--- src/rtl/ddc_pkg.sv ---
package ddc_pkg;

    typedef enum logic [1:0] {
        OP_START = 2'd0,
        OP_STOP  = 2'd1,
        OP_WR    = 2'd2,
        OP_RD    = 2'd3
    } bit_op_e;

    typedef struct packed {
        logic scl_rel;
        logic sda_rel;
    } line_t;

    typedef enum logic [2:0] {
        S_IDLE, S_START, S_WBIT, S_WACK, S_RBIT, S_MACK, S_STOP
    } xfer_st_e;

    typedef enum logic [1:0] {
        G_WADDR, G_OFFS, G_RADDR, G_DATA
    } stage_e;

    localparam logic [6:0] CAP_DEV_DEFAULT   = 7'h50;
    localparam logic [6:0] SHORT_DEV_DEFAULT = 7'h3A;

    // Line levels for each quarter of a bit-level operation.
    function automatic line_t phase_lines(bit_op_e op, logic [1:0] ph, logic wbit);
        line_t l;
        l = '{scl_rel: 1'b1, sda_rel: 1'b1};
        unique case (op)
            OP_START: begin
                l.scl_rel = (ph == 2'd1) || (ph == 2'd2);
                l.sda_rel = (ph == 2'd0) || (ph == 2'd1);
            end
            OP_STOP: begin
                l.scl_rel = (ph != 2'd0);
                l.sda_rel = (ph == 2'd3);
            end
            OP_WR: begin
                l.scl_rel = (ph == 2'd1) || (ph == 2'd2);
                l.sda_rel = wbit;
            end
            OP_RD: begin
                l.scl_rel = (ph == 2'd1) || (ph == 2'd2);
                l.sda_rel = 1'b1;
            end
        endcase
        return l;
    endfunction

endpackage

--- src/rtl/ddc_bit_engine.sv ---
module ddc_bit_engine
    import ddc_pkg::*;
#(
    parameter int QDIV   = 250,
    parameter int HANG_W = 16
) (
    input  logic              clk,
    input  logic              rst,
    input  logic              go,
    input  bit_op_e           op,
    input  logic              wbit,
    input  logic [HANG_W-1:0] hang_limit,
    input  logic              scl_in,
    input  logic              sda_in,
    output logic              done,
    output logic              hang,
    output logic              rbit,
    output logic              scl_oe,
    output logic              sda_oe
);
    localparam int QW = (QDIV > 2) ? $clog2(QDIV) : 1;
    localparam logic [QW-1:0] QLAST = QW'(QDIV - 1);

    logic              run;
    logic [1:0]        ph;
    logic [QW-1:0]     qcnt;
    logic [HANG_W-1:0] hcnt;
    bit_op_e           op_q;
    logic              wbit_q;
    line_t             lines;
    logic [1:0]        scl_s, sda_s;
    logic              scl_hi, sda_hi, stall;

    assign scl_hi = scl_s[1];
    assign sda_hi = sda_s[1];
    assign stall  = run && ((lines.scl_rel && !scl_hi) ||
                            (op_q == OP_START && ph == 2'd1 && !sda_hi));
    assign scl_oe = !lines.scl_rel;
    assign sda_oe = !lines.sda_rel;

    always_ff @(posedge clk) begin
        if (rst) begin
            run    <= 1'b0;
            ph     <= 2'd0;
            qcnt   <= '0;
            hcnt   <= '0;
            op_q   <= OP_STOP;
            wbit_q <= 1'b1;
            lines  <= '{scl_rel: 1'b1, sda_rel: 1'b1};
            scl_s  <= 2'b11;
            sda_s  <= 2'b11;
            done   <= 1'b0;
            hang   <= 1'b0;
            rbit   <= 1'b1;
        end else begin
            scl_s <= {scl_s[0], scl_in};
            sda_s <= {sda_s[0], sda_in};
            done  <= 1'b0;
            hang  <= 1'b0;
            if (!run) begin
                if (go) begin
                    run    <= 1'b1;
                    op_q   <= op;
                    wbit_q <= wbit;
                    ph     <= 2'd0;
                    qcnt   <= '0;
                    hcnt   <= '0;
                    lines  <= phase_lines(op, 2'd0, wbit);
                end
            end else if (stall) begin
                if (hcnt >= hang_limit) begin
                    run   <= 1'b0;
                    hang  <= 1'b1;
                    lines <= '{scl_rel: 1'b1, sda_rel: 1'b1};
                end else begin
                    hcnt <= hcnt + 1'b1;
                end
            end else begin
                hcnt <= '0;
                if (qcnt == QLAST) begin
                    qcnt <= '0;
                    if (ph == 2'd2) rbit <= sda_hi;
                    if (ph == 2'd3) begin
                        run  <= 1'b0;
                        done <= 1'b1;
                    end else begin
                        ph    <= ph + 2'd1;
                        lines <= phase_lines(op_q, ph + 2'd1, wbit_q);
                    end
                end else begin
                    qcnt <= qcnt + 1'b1;
                end
            end
        end
    end

    // SDA drive moves under released SCL only for START or STOP
    assert_sda_quiet_high_R10: assert property (@(posedge clk) disable iff (rst || hang)
        (lines.scl_rel && $past(lines.scl_rel) && (lines.sda_rel != $past(lines.sda_rel)))
        |-> (op_q == OP_START || op_q == OP_STOP));

    // phase does not advance while a released SCL is still seen low
    assert_hold_on_stretch_R7: assert property (@(posedge clk) disable iff (rst)
        (run && lines.scl_rel && !scl_hi) |=> (ph == $past(ph)));

endmodule

--- src/rtl/ddc_chunk_buf.sv ---
module ddc_chunk_buf #(
    parameter int DEPTH = 32,
    parameter int DW    = 8
) (
    input  logic          clk,
    input  logic          rst,
    input  logic          clr,
    input  logic          wr_en,
    input  logic [DW-1:0] wr_data,
    input  logic          rd_en,
    output logic [DW-1:0] rd_data
);
    localparam int AW = $clog2(DEPTH);

    logic [DW-1:0] mem [DEPTH];
    logic [AW:0]   wptr;
    logic [AW-1:0] rptr;

    assign rd_data = mem[rptr];

    always_ff @(posedge clk) begin
        if (rst || clr) begin
            wptr <= '0;
            rptr <= '0;
        end else begin
            if (wr_en) begin
                mem[wptr[AW-1:0]] <= wr_data;
                wptr <= wptr + 1'b1;
            end
            if (rd_en) rptr <= rptr + 1'b1;
        end
    end

    // a chunk never writes past the buffer depth
    assert_no_overflow_R2: assert property (@(posedge clk) disable iff (rst)
        wr_en |-> (wptr < (AW+1)'(DEPTH)));

    // pointers return to zero when a command is accepted
    assert_ptr_clear_R9: assert property (@(posedge clk) disable iff (rst)
        clr |=> (rptr == '0 && wptr == '0));

endmodule

--- src/rtl/ddc_edid_fetch.sv ---
module ddc_edid_fetch
    import ddc_pkg::*;
#(
    parameter int         QDIV      = 250,
    parameter int         HANG_W    = 16,
    parameter int         CHUNK     = 32,
    parameter logic [6:0] CAP_DEV   = CAP_DEV_DEFAULT,
    parameter logic [6:0] SHORT_DEV = SHORT_DEV_DEFAULT
) (
    input  logic              clk,
    input  logic              rst,
    input  logic              cmd_go,
    input  logic              cmd_short,
    input  logic [7:0]        cmd_offset,
    input  logic [4:0]        cmd_len_m1,
    input  logic [HANG_W-1:0] hang_limit,
    output logic              busy,
    output logic              done,
    output logic              err_nack,
    output logic              err_hang,
    input  logic              rd_en,
    output logic [7:0]        rd_data,
    input  logic              scl_in,
    input  logic              sda_in,
    output logic              scl_oe,
    output logic              sda_oe
);
    localparam int LW = $clog2(CHUNK);

    xfer_st_e    st;
    stage_e      stage;
    logic [7:0]  tx, rx, offs_q;
    logic [2:0]  bitn;
    logic [LW-1:0] remain;
    logic        issued;

    logic        accept;
    logic        eng_go, eng_wbit, eng_done, eng_hang, eng_rbit;
    bit_op_e     eng_op;
    logic        buf_wr;
    logic [7:0]  buf_wdata;

    assign accept    = (st == S_IDLE) && cmd_go;
    assign eng_go    = (st != S_IDLE) && !issued;
    assign buf_wr    = (st == S_RBIT) && eng_done && (bitn == 3'd7);
    assign buf_wdata = {rx[6:0], eng_rbit};

    always_comb begin
        eng_op   = OP_RD;
        eng_wbit = 1'b1;
        unique case (st)
            S_START: eng_op = OP_START;
            S_WBIT:  begin eng_op = OP_WR; eng_wbit = tx[7]; end
            S_MACK:  begin eng_op = OP_WR; eng_wbit = (remain == '0); end
            S_STOP:  eng_op = OP_STOP;
            default: eng_op = OP_RD;
        endcase
    end

    ddc_bit_engine #(.QDIV(QDIV), .HANG_W(HANG_W)) u_bit (
        .clk(clk), .rst(rst), .go(eng_go), .op(eng_op), .wbit(eng_wbit),
        .hang_limit(hang_limit), .scl_in(scl_in), .sda_in(sda_in),
        .done(eng_done), .hang(eng_hang), .rbit(eng_rbit),
        .scl_oe(scl_oe), .sda_oe(sda_oe)
    );

    ddc_chunk_buf #(.DEPTH(CHUNK), .DW(8)) u_buf (
        .clk(clk), .rst(rst), .clr(accept), .wr_en(buf_wr),
        .wr_data(buf_wdata), .rd_en(rd_en), .rd_data(rd_data)
    );

    always_ff @(posedge clk) begin
        if (rst) begin
            st       <= S_IDLE;
            stage    <= G_WADDR;
            tx       <= '0;
            rx       <= '0;
            offs_q   <= '0;
            bitn     <= '0;
            remain   <= '0;
            issued   <= 1'b0;
            busy     <= 1'b0;
            done     <= 1'b0;
            err_nack <= 1'b0;
            err_hang <= 1'b0;
        end else begin
            done <= 1'b0;
            if (eng_go) issued <= 1'b1;
            if (accept) begin
                busy     <= 1'b1;
                err_nack <= 1'b0;
                err_hang <= 1'b0;
                issued   <= 1'b0;
                bitn     <= '0;
                offs_q   <= cmd_offset;
                st       <= S_START;
                if (cmd_short) begin
                    tx     <= {SHORT_DEV, 1'b1};
                    stage  <= G_RADDR;
                    remain <= LW'(cmd_len_m1);
                end else begin
                    tx     <= {CAP_DEV, 1'b0};
                    stage  <= G_WADDR;
                    remain <= LW'(CHUNK - 1);
                end
            end else if (eng_hang) begin
                st       <= S_IDLE;
                busy     <= 1'b0;
                done     <= 1'b1;
                err_hang <= 1'b1;
                issued   <= 1'b0;
            end else if (eng_done) begin
                issued <= 1'b0;
                unique case (st)
                    S_START: begin
                        st   <= S_WBIT;
                        bitn <= '0;
                    end
                    S_WBIT: begin
                        tx   <= {tx[6:0], 1'b0};
                        bitn <= bitn + 3'd1;
                        if (bitn == 3'd7) st <= S_WACK;
                    end
                    S_WACK: begin
                        if (eng_rbit) begin
                            err_nack <= 1'b1;
                            st       <= S_STOP;
                        end else begin
                            unique case (stage)
                                G_WADDR: begin
                                    tx    <= offs_q;
                                    stage <= G_OFFS;
                                    st    <= S_WBIT;
                                    bitn  <= '0;
                                end
                                G_OFFS: begin
                                    tx    <= {CAP_DEV, 1'b1};
                                    stage <= G_RADDR;
                                    st    <= S_START;
                                end
                                default: begin
                                    stage <= G_DATA;
                                    st    <= S_RBIT;
                                    bitn  <= '0;
                                end
                            endcase
                        end
                    end
                    S_RBIT: begin
                        rx   <= {rx[6:0], eng_rbit};
                        bitn <= bitn + 3'd1;
                        if (bitn == 3'd7) st <= S_MACK;
                    end
                    S_MACK: begin
                        if (remain == '0) begin
                            st <= S_STOP;
                        end else begin
                            remain <= remain - 1'b1;
                            st     <= S_RBIT;
                        end
                    end
                    S_STOP: begin
                        st   <= S_IDLE;
                        busy <= 1'b0;
                        done <= 1'b1;
                    end
                    default: st <= S_IDLE;
                endcase
            end
        end
    end

    // both lines released whenever no command is in progress
    assert_idle_released_R1: assert property (@(posedge clk) disable iff (rst)
        !busy |-> (!scl_oe && !sda_oe));

    // busy only rises from an accepted command strobe
    assert_busy_from_cmd_R5: assert property (@(posedge clk) disable iff (rst)
        $rose(busy) |-> $past(cmd_go));

    // a missing acknowledge on an address/offset goes straight to STOP
    assert_nack_abort_R6: assert property (@(posedge clk) disable iff (rst)
        (st == S_WACK && eng_done && eng_rbit && !eng_hang) |=> (st == S_STOP && err_nack));

    // a stuck line ends the command with the hang flag
    assert_hang_end_R8: assert property (@(posedge clk) disable iff (rst)
        (eng_hang && !accept) |=> (!busy && err_hang && done));

endmodule

--- config.mk ---
export PLATFORM = sky130hd
export DESIGN_NAME = ddc_edid_fetch
export DESIGN_NICKNAME = d
export VERILOG_FILES = /design/src/rtl/ddc_pkg.sv /design/src/rtl/ddc_bit_engine.sv /design/src/rtl/ddc_chunk_buf.sv /design/src/rtl/ddc_edid_fetch.sv
export SDC_FILE = /design/constraint.sdc
export NUM_CORES = 1
export LEC_CHECK = 0
export BUFFER_PORTS_ARGS = -buffer_cell sky130_fd_sc_hd__buf_2
export CAP_MARGIN = 10
export CORE_MARGIN = 2
export CORE_UTILIZATION = 50
export DETAILED_ROUTE_END_ITERATION = 8
export PLACE_DENSITY = 0.77
export SLEW_MARGIN = 0
export SYNTH_ARGS = -nofsm -noshare
export SYNTH_HDL_FRONTEND = slang
export SYNTH_SLANG_ARGS = --single-unit
--- constraint.sdc ---
create_clock -name clk -period 3 [get_ports clk]
set_clock_uncertainty 0.1 [all_clocks]
set_input_delay 0.15 -clock clk [delete_from_list [all_inputs] [get_ports clk]]
set_output_delay 0.15 -clock clk [all_outputs]
set_load 0.02 [all_outputs]
=== After elaboration in Yosys (flattened, before gate mapping) ===
Memories as Yosys holds them, arrays and structs flattened. A register that Yosys moved wholly into a read port is not among the register bits.
Cells that the tools add are included.

* $mul: 0
* Reduce and logical (&&, ||, !) cells: 56
* Bitwise operators: 5
* Shifts and indexed selects: 0
* $add $sub $neg: 7
* Div/mod/pow operators: 0
* Magnitude comparators: 1
* Multiplexer cells: 75
* Eq/ne operators: 39

{| class="wikitable"
|+ Operator list
! kind !! number
|-
| $mux 8 || 9
|-
| $mux 16 || 4
|-
| $mux 5 || 8
|-
| $mux 2 || 18
|-
| $pmux 8 s2 || 2
|-
| $reduce_and 4->1 || 7
|-
| $mux 1 || 21
|-
| $add 16x1->16 const B || 1
|-
| $eq 2x2->1 const B || 8
|-
| $ge 16x16->1 || 1
|-
| $mux 3 || 5
|-
| $pmux 3 s5 || 1
|-
| $reduce_bool 3->1 || 5
|-
| $eq 3x3->1 const B || 4
|-
| $ne 2x2->1 const B || 6
|-
| $ne 3x3->1 const B || 4
|-
| $pmux 2 s3 || 2
|-
| $eq 2x1->1 const B || 5
|-
| $reduce_and 5->1 || 2
|-
| $reduce_bool 2->1 || 5
|-
| $pmux 3 s3 || 1
|-
| $add 8x1->8 const B || 1
|-
| $eq 8x8->1 const B || 1
|-
| $logic_and 1x1->1 || 8
|-
| other kinds (27) || 54
|}

* Memories: 1
* Word-level logic and storage cells: 212
* ROM bits: 0
* Output and inout port bits: 14
* Flip-flop bits (word level): 91
* Bits in latches: 0
* Input bits: 36
* Memory bits (writable): 256

{| class="wikitable"
|+ Memory list
! memory !! depth !! width !! read ports !! clocked after Yosys merged registers in !! wr ports !! line !! RTL
|-
| u_buf.mem || 32 || 8 || 1 || 1 || 1 || ddc_chunk_buf.sv:15 || <nowiki>logic [DW-1:0] mem [DEPTH];</nowiki>
|}

=== Longest topological paths before layout ===
Gate-level depths: netlist of the first run.

* Word-level depth: 8
* Depth in mapped cells: 11
* Gate-level depth less buffers: 9

=== Cells and area by module ===
From an unflattened synthesis of the first run, not the netlist that was laid out.

* Cell total of the unflattened synthesis: 980
* Area total of the unflattened synthesis: 14835.5 um^2

{| class="wikitable"
|+ Modules (own cells, without submodules)
! module !! cells each !! area each (um^2) !! times used
|-
| ddc_chunk_buf || 464 || 10443.8 || 1
|-
| ddc_bit_engine || 279 || 2317.2 || 1
|-
| ddc_edid_fetch || 237 || 2074.5 || 1
|}

=== Least setup slack after synthesis of the first run ===
OpenSTA, ideal clock, no wires.

* Kind: reg-to-output
* Start: register with a tool-made name
* End: output port rd_data[0]
* Setup slack: 707 ps
* Stages on the path, launching flop included: 6
* Path buffers: 2
* Data required time: 2750 ps
* Data arrival time: 2043 ps
* Path through: dfxtp_1 clkbuf_1 buf_1 mux4_2 mux4_2 mux2_2

{| class="wikitable"
|+ RTL lines
! item !! line !! RTL
|-
| to (decl) || ddc_edid_fetch.sv:22 || <nowiki>output logic [7:0] rd_data,</nowiki>
|}

==> summary.md, run 1 <==
| Metric | Value |
|---|---|
| Pin count of the biggest net entering global routing | `65` |
| Non-Filler Instances | `1531` |
| Crit Path Category | `reg2out` |
| Crit-path max FO | `6` |
| Fin crit share | `0.996` |
| Crit path launch type | `flop` |
| All-Layer GR Usage | `0.213` |
| Root buffer cell | `clkbuf_16` |
| Routed via count | `8969` |
| Pre-Repair DR Iteration Count | `7` |
| Core box area | `0.0289 mm^2` |
| Die Y | `176 um` |
| Final setup margin | `0.0129 ns` |
| Cell area after synthesis | `0.0147 mm^2` |
| Worst vdd ir | `0.000427 V` |
| Max_slew headroom | `0.227` |
| Leakage | `5.77 nW` |
| Status | `completed` |
| Detailed Route Iter0 Violations | `1007` |
| Commonest non-fill, non-tap cell in the layout | `edfxtp_1` |
| Max-cap check violation count | `0` |
| Clock-pin slew on the worst setup and hold paths | `0.06 ns` |
| Area occupied by multi-input gates | `0.00482 mm^2` |
| Nets | `1187` |
| Die X | `176 um` |
| Register area | `0.00959 mm^2` |
| Worst Tran Pin Value | `1.16 ns` |
| Min-delay src | `cmd_go` |
| TritonCTS clock tree | `done` |
| Internal power | `0.00807 W` |
| GP Congestion | `0.805` |
| Port Buffers | `49` |
| DRT antenna net count | `0` |
| R2R depth | `7` |
| Reg2Reg Launch Point | `u_bit.hcnt[11]$_SDFFE_PP0P_` |
| Final setup violation count | `0` |
| Global-route wire length before repair | `50800 um` |
| Power Density | `591 mW/mm^2` |
| Combinational fraction of design power | `0.057` |
| DRT Wirelength | `33300 um` |
| Min-Delay Path Depth | `5` |
| Placed cell count | `1429` |
| Worst R2R End | `u_bit.hcnt[12]$_SDFFE_PP0P_` |
| H-tree level count | `2` |
| Data required time of the worst path | `2.75 ns` |
| NetSw | `0.00219 W` |
| Post-synthesis sequential area ratio | `0.651` |
| Syn Inst Count | `996` |
| Area Growth Syn to Fin | `17.7%` |
| FFs w/ async S/R, synth | `0` |
| Vias per cell | `5.86` |
| Setup crit end kind | `output pin` |
| Synth top area share | `0.522` |
| Vias in the first global route | `8959` |
| Clock power frac | `0.434` |
| Die area | `0.0309 mm^2` |
| Final slew viol count | `0` |
| Grt ovf | `0` |
| Reg2reg setup slack | `0.32 ns` |
| Sequential power share | `0.509` |
| # clock sinks | `351` |
| Antenna diode instance count | `0` |
| Worst min path class | `in2reg` |
| Hpwl dp | `19600 um` |
| Yosys Warn Count | `0` |
| Layout cell share with drive strength beyond 1 | `0.234` |
| Worst-skew pair later-pin latency | `0.53 ns` |
| Register bit count reported by yosys | `351` |
| Fmax | `0.335 GHz` |
| Commonest cells after routing, fill and taps aside | `edfxtp_1 (256), dfxtp_1 (93), nor2_1 (92)` |
| RSZ-0062 raised after global routing | `yes` |
| Initial antenna violation count | `0` |
| Avg Inst Size Synth | `14.8 um^2` |
| Initial core utilization | `0.511` |
| Post-Syn Nets | `1064` |
| Wirelength per Cell | `21.7 um` |
| CTS max path bufs | `3` |
| Hold_ws | `0.149 ns` |
| Endpoints failing hold | `0` |
| Row cnt | `62` |
| Largest cells by area after synthesis | `edfxtp_1 (52%), dfxtp_1 (13%), mux4_2 (12%), ha_1 (2.7%), nor2_1 (2.3%)` |
| CTS Buf Count | `37` |
| Hold EP | `offs_q[7]$_SDFFE_PP0P_` |
| Fillers | `2112` |
| Arr. time, crit path | `2.74 ns` |
| Post-synth EDFFs | `256` |
| Crit path time final | `2.99 ns` |
| Sw Ratio | `0.213` |
| Post-DP Area | `0.0157 mm^2` |
| Drc violations | `0` |
| Setup WS pre-CTS | `0.403 ns` |
| Final instance area | `0.0173 mm^2` |
| Boundary Pins | `50` |
| Top_reg_cell synth | `edfxtp_1` |
| Area leader, netlist | `edfxtp_1` |
| Synth unique cells | `67` |
[worst max-delay path, cell delays in order, from the launching register on]
cell,delay (ns)
dfxtp_4,0.40
buf_12,0.16
buf_12,0.13
mux4_2,0.56
mux4_2,0.53
mux2_2,0.29
buf_2,0.16
[how the worst max path moves through the flow]
| stage | start | end | depth (start not counted) |
|---|---|---|---|
| 6_report | flop | rd_data[5] | 6 |
| 3_3_place_gp | u_bit.hcnt[1]$_SDFFE_PP0P_ | u_bit.hcnt[15]$_SDFFE_PP0P_ | 7 |
| 3_5_place_dp | u_bit.hcnt[1]$_SDFFE_PP0P_ | u_bit.hcnt[11]$_SDFFE_PP0P_ | 7 |
| 2_1_floorplan | flop | rd_data[0] | 5 |
| 5_1_grt | flop | rd_data[5] | 6 |
| 4_1_cts | flop | rd_data[5] | 5 |
[Yosys cell counts, types with 9 or more instances]
master,instances
a21oi_1,54
buf_1,10
buf_2,9
clkbuf_1,25
dfxtp_1,95
edfxtp_1,256
ha_1,32
inv_1,32
mux2i_1,18
mux4_2,80
nand2_1,73
nand3_1,20
nand4_1,13
nor2_1,92
nor3_1,14
o21ai_0,27
xor2_1,11
[per-stage QoR]
step	utilization	total power, W	TNS [ns]
finish	0.601	0.0103	0
CTS	0.591	0.0103	-0.0332
global placement	0.543	0.00581	0
detailed placement	0.543	0.00583	0
global route	0.601	0.0106	-0.115
floorplan	-	0.00568	0
[cells by family (layout without fill, tap and decap cells)]
family,count (synthesis),after routing,synth area share
AO/OA/AOI/OAI,132,132,0.0581
buffers and inverters,81,232,0.0229
adder cells (fa/ha/maj),32,32,0.0272
XOR/XNOR,15,15,0.00891
AND/OR/NAND/NOR,279,279,0.0918
multiplexers,106,106,0.141
flip-flops,351,351,0.651
[state kept, by name, summed over array words and instances, names as in the netlist, 2 cells and up, named ones only]
name,flops
st,3
bitn,3
u_bit.op_q,2
u_bit.sda_s,2
u_bit.qcnt,8
tx,8
u_bit.hcnt,16
u_buf.rptr,5
u_bit.lines,2
stage,2
u_bit.scl_s,2
u_buf.wptr,5
offs_q,8
u_buf.mem,256
u_bit.ph,2
remain,5
rx,7
[layout make-up]
type	count	share of cell area
Timing Repair Buffer	133	0.0660
Clock inverter	20	0.0115
Tap cell	384	0.0277
Multi-Input combinational cell	564	0.278
Clock buffer	47	0.0568
Sequential cell	351	0.553
Inverter	32	0.00692
[metal layers]
| layer | part of all wire | vias to the layer above | track usage |
|---|---|---|---|
| li1 | - | 4065 | - |
| met1 | 0.40 | 4490 | 0.281 |
| met2 | 0.51 | 359 | 0.371 |
| met3 | 0.062 | 55 | 0.0344 |
| met4 | 0.024 | 0 | 0.0565 |
| met5 | 0 | - | 0 |
[repair_timing]
item	CTS	global route
endpoints found under the hold margin	31	0
cloned	0	3
pin swaps	0	0
setup endpoints to repair	8	7
hold buffers	18	0
resized for setup	0	14
setup buffers	2	7
[power by group through the flow]
stage	Combinational [W]	Clock, W	Sequential, W
2_1_floorplan	0.000373	0	0.00530
3_3_place_gp	0.000493	0	0.00532
3_5_place_dp	0.000504	0	0.00532
4_1_cts	0.000538	0.00451	0.00522
5_1_grt	0.000641	0.00471	0.00522
6_report	0.000588	0.00445	0.00521
No activity file was read; power rests on OpenSTA's default activity.
==> run 2, diff against run 1 <==
--- a/config.mk
+++ b/config.mk
@@ -10,7 +10,7 @@
 export CORE_MARGIN = 2
 export CORE_UTILIZATION = 50
 export DETAILED_ROUTE_END_ITERATION = 8
-export PLACE_DENSITY = 0.77
+export PLACE_DENSITY = 0.66
 export SLEW_MARGIN = 0
 export SYNTH_ARGS = -nofsm -noshare
 export SYNTH_HDL_FRONTEND = slang
==> constraint.sdc (replaced) <==
create_clock -name clk -period 3.78 [get_ports clk]
set_clock_uncertainty 0.1 [all_clocks]
set_input_delay 0.189 -clock clk [delete_from_list [all_inputs] [get_ports clk]]
set_output_delay 0.189 -clock clk [all_outputs]
set_load 0.02 [all_outputs]
==> run 2 against run 1 <==
  * Sequential share of layout area rose by 1.7 points
  * Register-to-register slack improved by 0.33 ns
  * Global-route usage down 0.71 points
  * Die area stayed put
  * First-iteration DRC count decreased by 17%
  * Clock power shrank 21%
  * Largest power group unchanged
  * Sequential power is 20% lower
  * Via count fell by 4.2%
  * Total power decreased by 21%
  * Combinational power decreased by 32%
==> summary.md, run 2 (synthesized netlist as in run 1, its figures left out) <==
| Metric | Value |
|---|---|
| RSZ-0062 raised after global routing | `no` |
| Setup WS pre-CTS | `0.735 ns (+0.333 ns)` |
| Crit-path max FO | `23 (+17)` |
| Min-Delay Path Depth | `5 (unchanged)` |
| Die area | `0.0309 mm^2 (unchanged)` |
| DRT antenna net count | `0 (unchanged)` |
| Worst min path class | `in2reg` |
| Hpwl dp | `19900 um (+1.7%)` |
| Worst-skew pair later-pin latency | `0.51 ns (-0.02 ns)` |
| Max_slew headroom | `0.286 (+0.0599)` |
| Port Buffers | `49 (unchanged)` |
| R2R depth | `5 (-2)` |
| Power Total | `0.00808 W (-21%)` |
| Max-cap check violation count | `0 (unchanged)` |
| Global-route wire length before repair | `48700 um (-4.1%)` |
| Leakage | `5.48 nW (-5.0%)` |
| Worst Tran Pin Value | `1.07 ns (-0.0897 ns)` |
| Initial antenna violation count | `0 (unchanged)` |
| DRT Wirelength | `31000 um (-7.0%)` |
| Status | `completed` |
| Worst vdd ir | `0.000380 V (-11%)` |
| Root buffer cell | `clkbuf_16` |
| Die Y | `176 um (unchanged)` |
| Crit Path Category | `reg2out` |
| Pre-Repair DR Iteration Count | `4 (-3)` |
| Pin count of the biggest net entering global routing | `65 (unchanged)` |
| Setup Total Neg Slack | `0 ns (unchanged)` |
| Die X | `176 um (unchanged)` |
| Crit path launch type | `flop` |
| Initial core utilization | `0.511 (unchanged)` |
| Grt ovf | `0 (unchanged)` |
| Final slew viol count | `0 (unchanged)` |
| # clock sinks | `351 (unchanged)` |
| Layout cell share with drive strength beyond 1 | `0.204 (-0.0297)` |
| Row cnt | `62 (unchanged)` |
| Area Growth Syn to Fin | `14.2%` |
| All-Layer GR Usage | `0.206 (-0.00706)` |
| CTS max path bufs | `3 (unchanged)` |
| Commonest non-fill, non-tap cell in the layout | `edfxtp_1` |
| Max reg flops | `256 (unchanged)` |
| Detailed Route Iter0 Violations | `834 (-17%)` |
| Fin crit share | `0.882` |
| H-tree level count | `2 (unchanged)` |
| Worst R2R End | `u_buf.mem[29][1]$_DFFE_PP_` |
| Reg2reg setup slack | `0.65 ns (+0.33 ns)` |
| Antenna diode instance count | `0 (unchanged)` |
| Final setup violation count | `0 (unchanged)` |
| Setup crit end kind | `output pin` |
| Setup bufs post-CTS | `0 (-2)` |
| Routed via count | `8592 (-4.2%)` |
| Boundary Pins | `50 (unchanged)` |
| Nets | `1146 (-3.5%)` |
| Data required time of the worst path | `3.49 ns (+0.74 ns)` |
| Wirelength per Cell | `20.8 um (-4.3%)` |
| Fillers | `2258 (+6.9%)` |
| Final setup margin | `0.446 ns (+0.433 ns)` |
| Crit path to | `rd_data[5]` |
| Crit path time final | `3.33 ns` |
| Vias per cell | `5.78 (-1.4%)` |
| GP Congestion | `0.784 (-2.6%)` |
| CTS Buf Count | `37 (unchanged)` |
| Reg2Reg Launch Point | `st[0]$_SDFFE_PP0P_` |
| TritonCTS clock tree | `done` |
| Clock-pin slew on the worst setup and hold paths | `0.06 ns (about the same)` |
| Power Density | `480 mW/mm^2 (-19%)` |
| Core box area | `0.0289 mm^2 (unchanged)` |
| Commonest cells after routing, fill and taps aside | `edfxtp_1 (256), dfxtp_1 (93), nor2_1 (92)` |
| Arr. time, crit path | `3.05 ns (+0.31 ns)` |
| Drc violations | `0 (unchanged)` |
| Vias in the first global route | `8512 (-5.0%)` |
| Fmax | `0.300 GHz` |
| Endpoints failing hold | `0 (unchanged)` |
==> run 2: worst min path at each step <==
| stage | from | to | slack [ns] |
|---|---|---|---|
| floorplan | scl_in | u_bit.scl_s[0]$_SDFF_PP1_ | 0.19 |
| global placement | sda_in | u_bit.sda_s[0]$_SDFF_PP1_ | 0.27 |
| detailed placement | scl_in | u_bit.scl_s[0]$_SDFF_PP1_ | 0.28 |
| CTS | cmd_go | offs_q[0]$_SDFFE_PP0P_ | 0.19 |
| global route | cmd_go | offs_q[3]$_SDFFE_PP0P_ | 0.25 |
| finish | cmd_go | offs_q[4]$_SDFFE_PP0P_ | 0.22 |
==> run 2: per-stage QoR <==
| step | hold slack (ns) | instance area [um^2] | instances | utilization |
|---|---|---|---|---|
| detailed placement | 0.276 | 15500 | 1404 | 0.536 |
| floorplan | 0.193 | 14700 | 996 | - |
| finish | 0.219 | 16800 | 1487 | 0.583 |
| CTS | 0.188 | 16800 | 1486 | 0.583 |
| global route | 0.246 | 16800 | 1487 | 0.583 |
| global placement | 0.274 | 15500 | 1404 | 0.536 |
==> run 2: layout make-up <==
cell class	count	area (um^2)	area share
Clock inverter	16	184	0.0109
Sequential cell	351	9590	0.570
Timing Repair Buffer	92	658	0.0391
Multi-Input combinational cell	564	4810	0.286
Inverter	32	120	0.00713
Tap cell	384	480	0.0285
Clock buffer	48	987	0.0586
==> run 2: power by group <==
group	total [W]	switching, W	leakage, nW	internal, W
sequential	0.00415	0.0000442	3.03	0.00411
combinational	0.000398	0.000209	1.89	0.000189
clock	0.00353	0.00141	0.562	0.00211
==> run 2: critical path: stages (launching register included) <==
cell	delay (ns)
dfxtp_4	0.67
buf_4	0.31
mux4_2	0.57
mux4_2	0.52
mux2_2	0.29
buf_2	0.16
==> run 2: metal layers <==
metal,share of wire,track usage,wire length [um],vias up
met5,0,0,0,-
met4,0.017,0.0496,528,0
met3,0.055,0.0266,1700,43
met2,0.49,0.344,15100,278
met1,0.44,0.292,13600,4282
li1,-,-,-,3989
==> run 2: timing repair <==
item                      4_1_cts  5_1_grt
hold endpoints to repair       25        0
hold buffers                   18        0
resized for setup               0        0
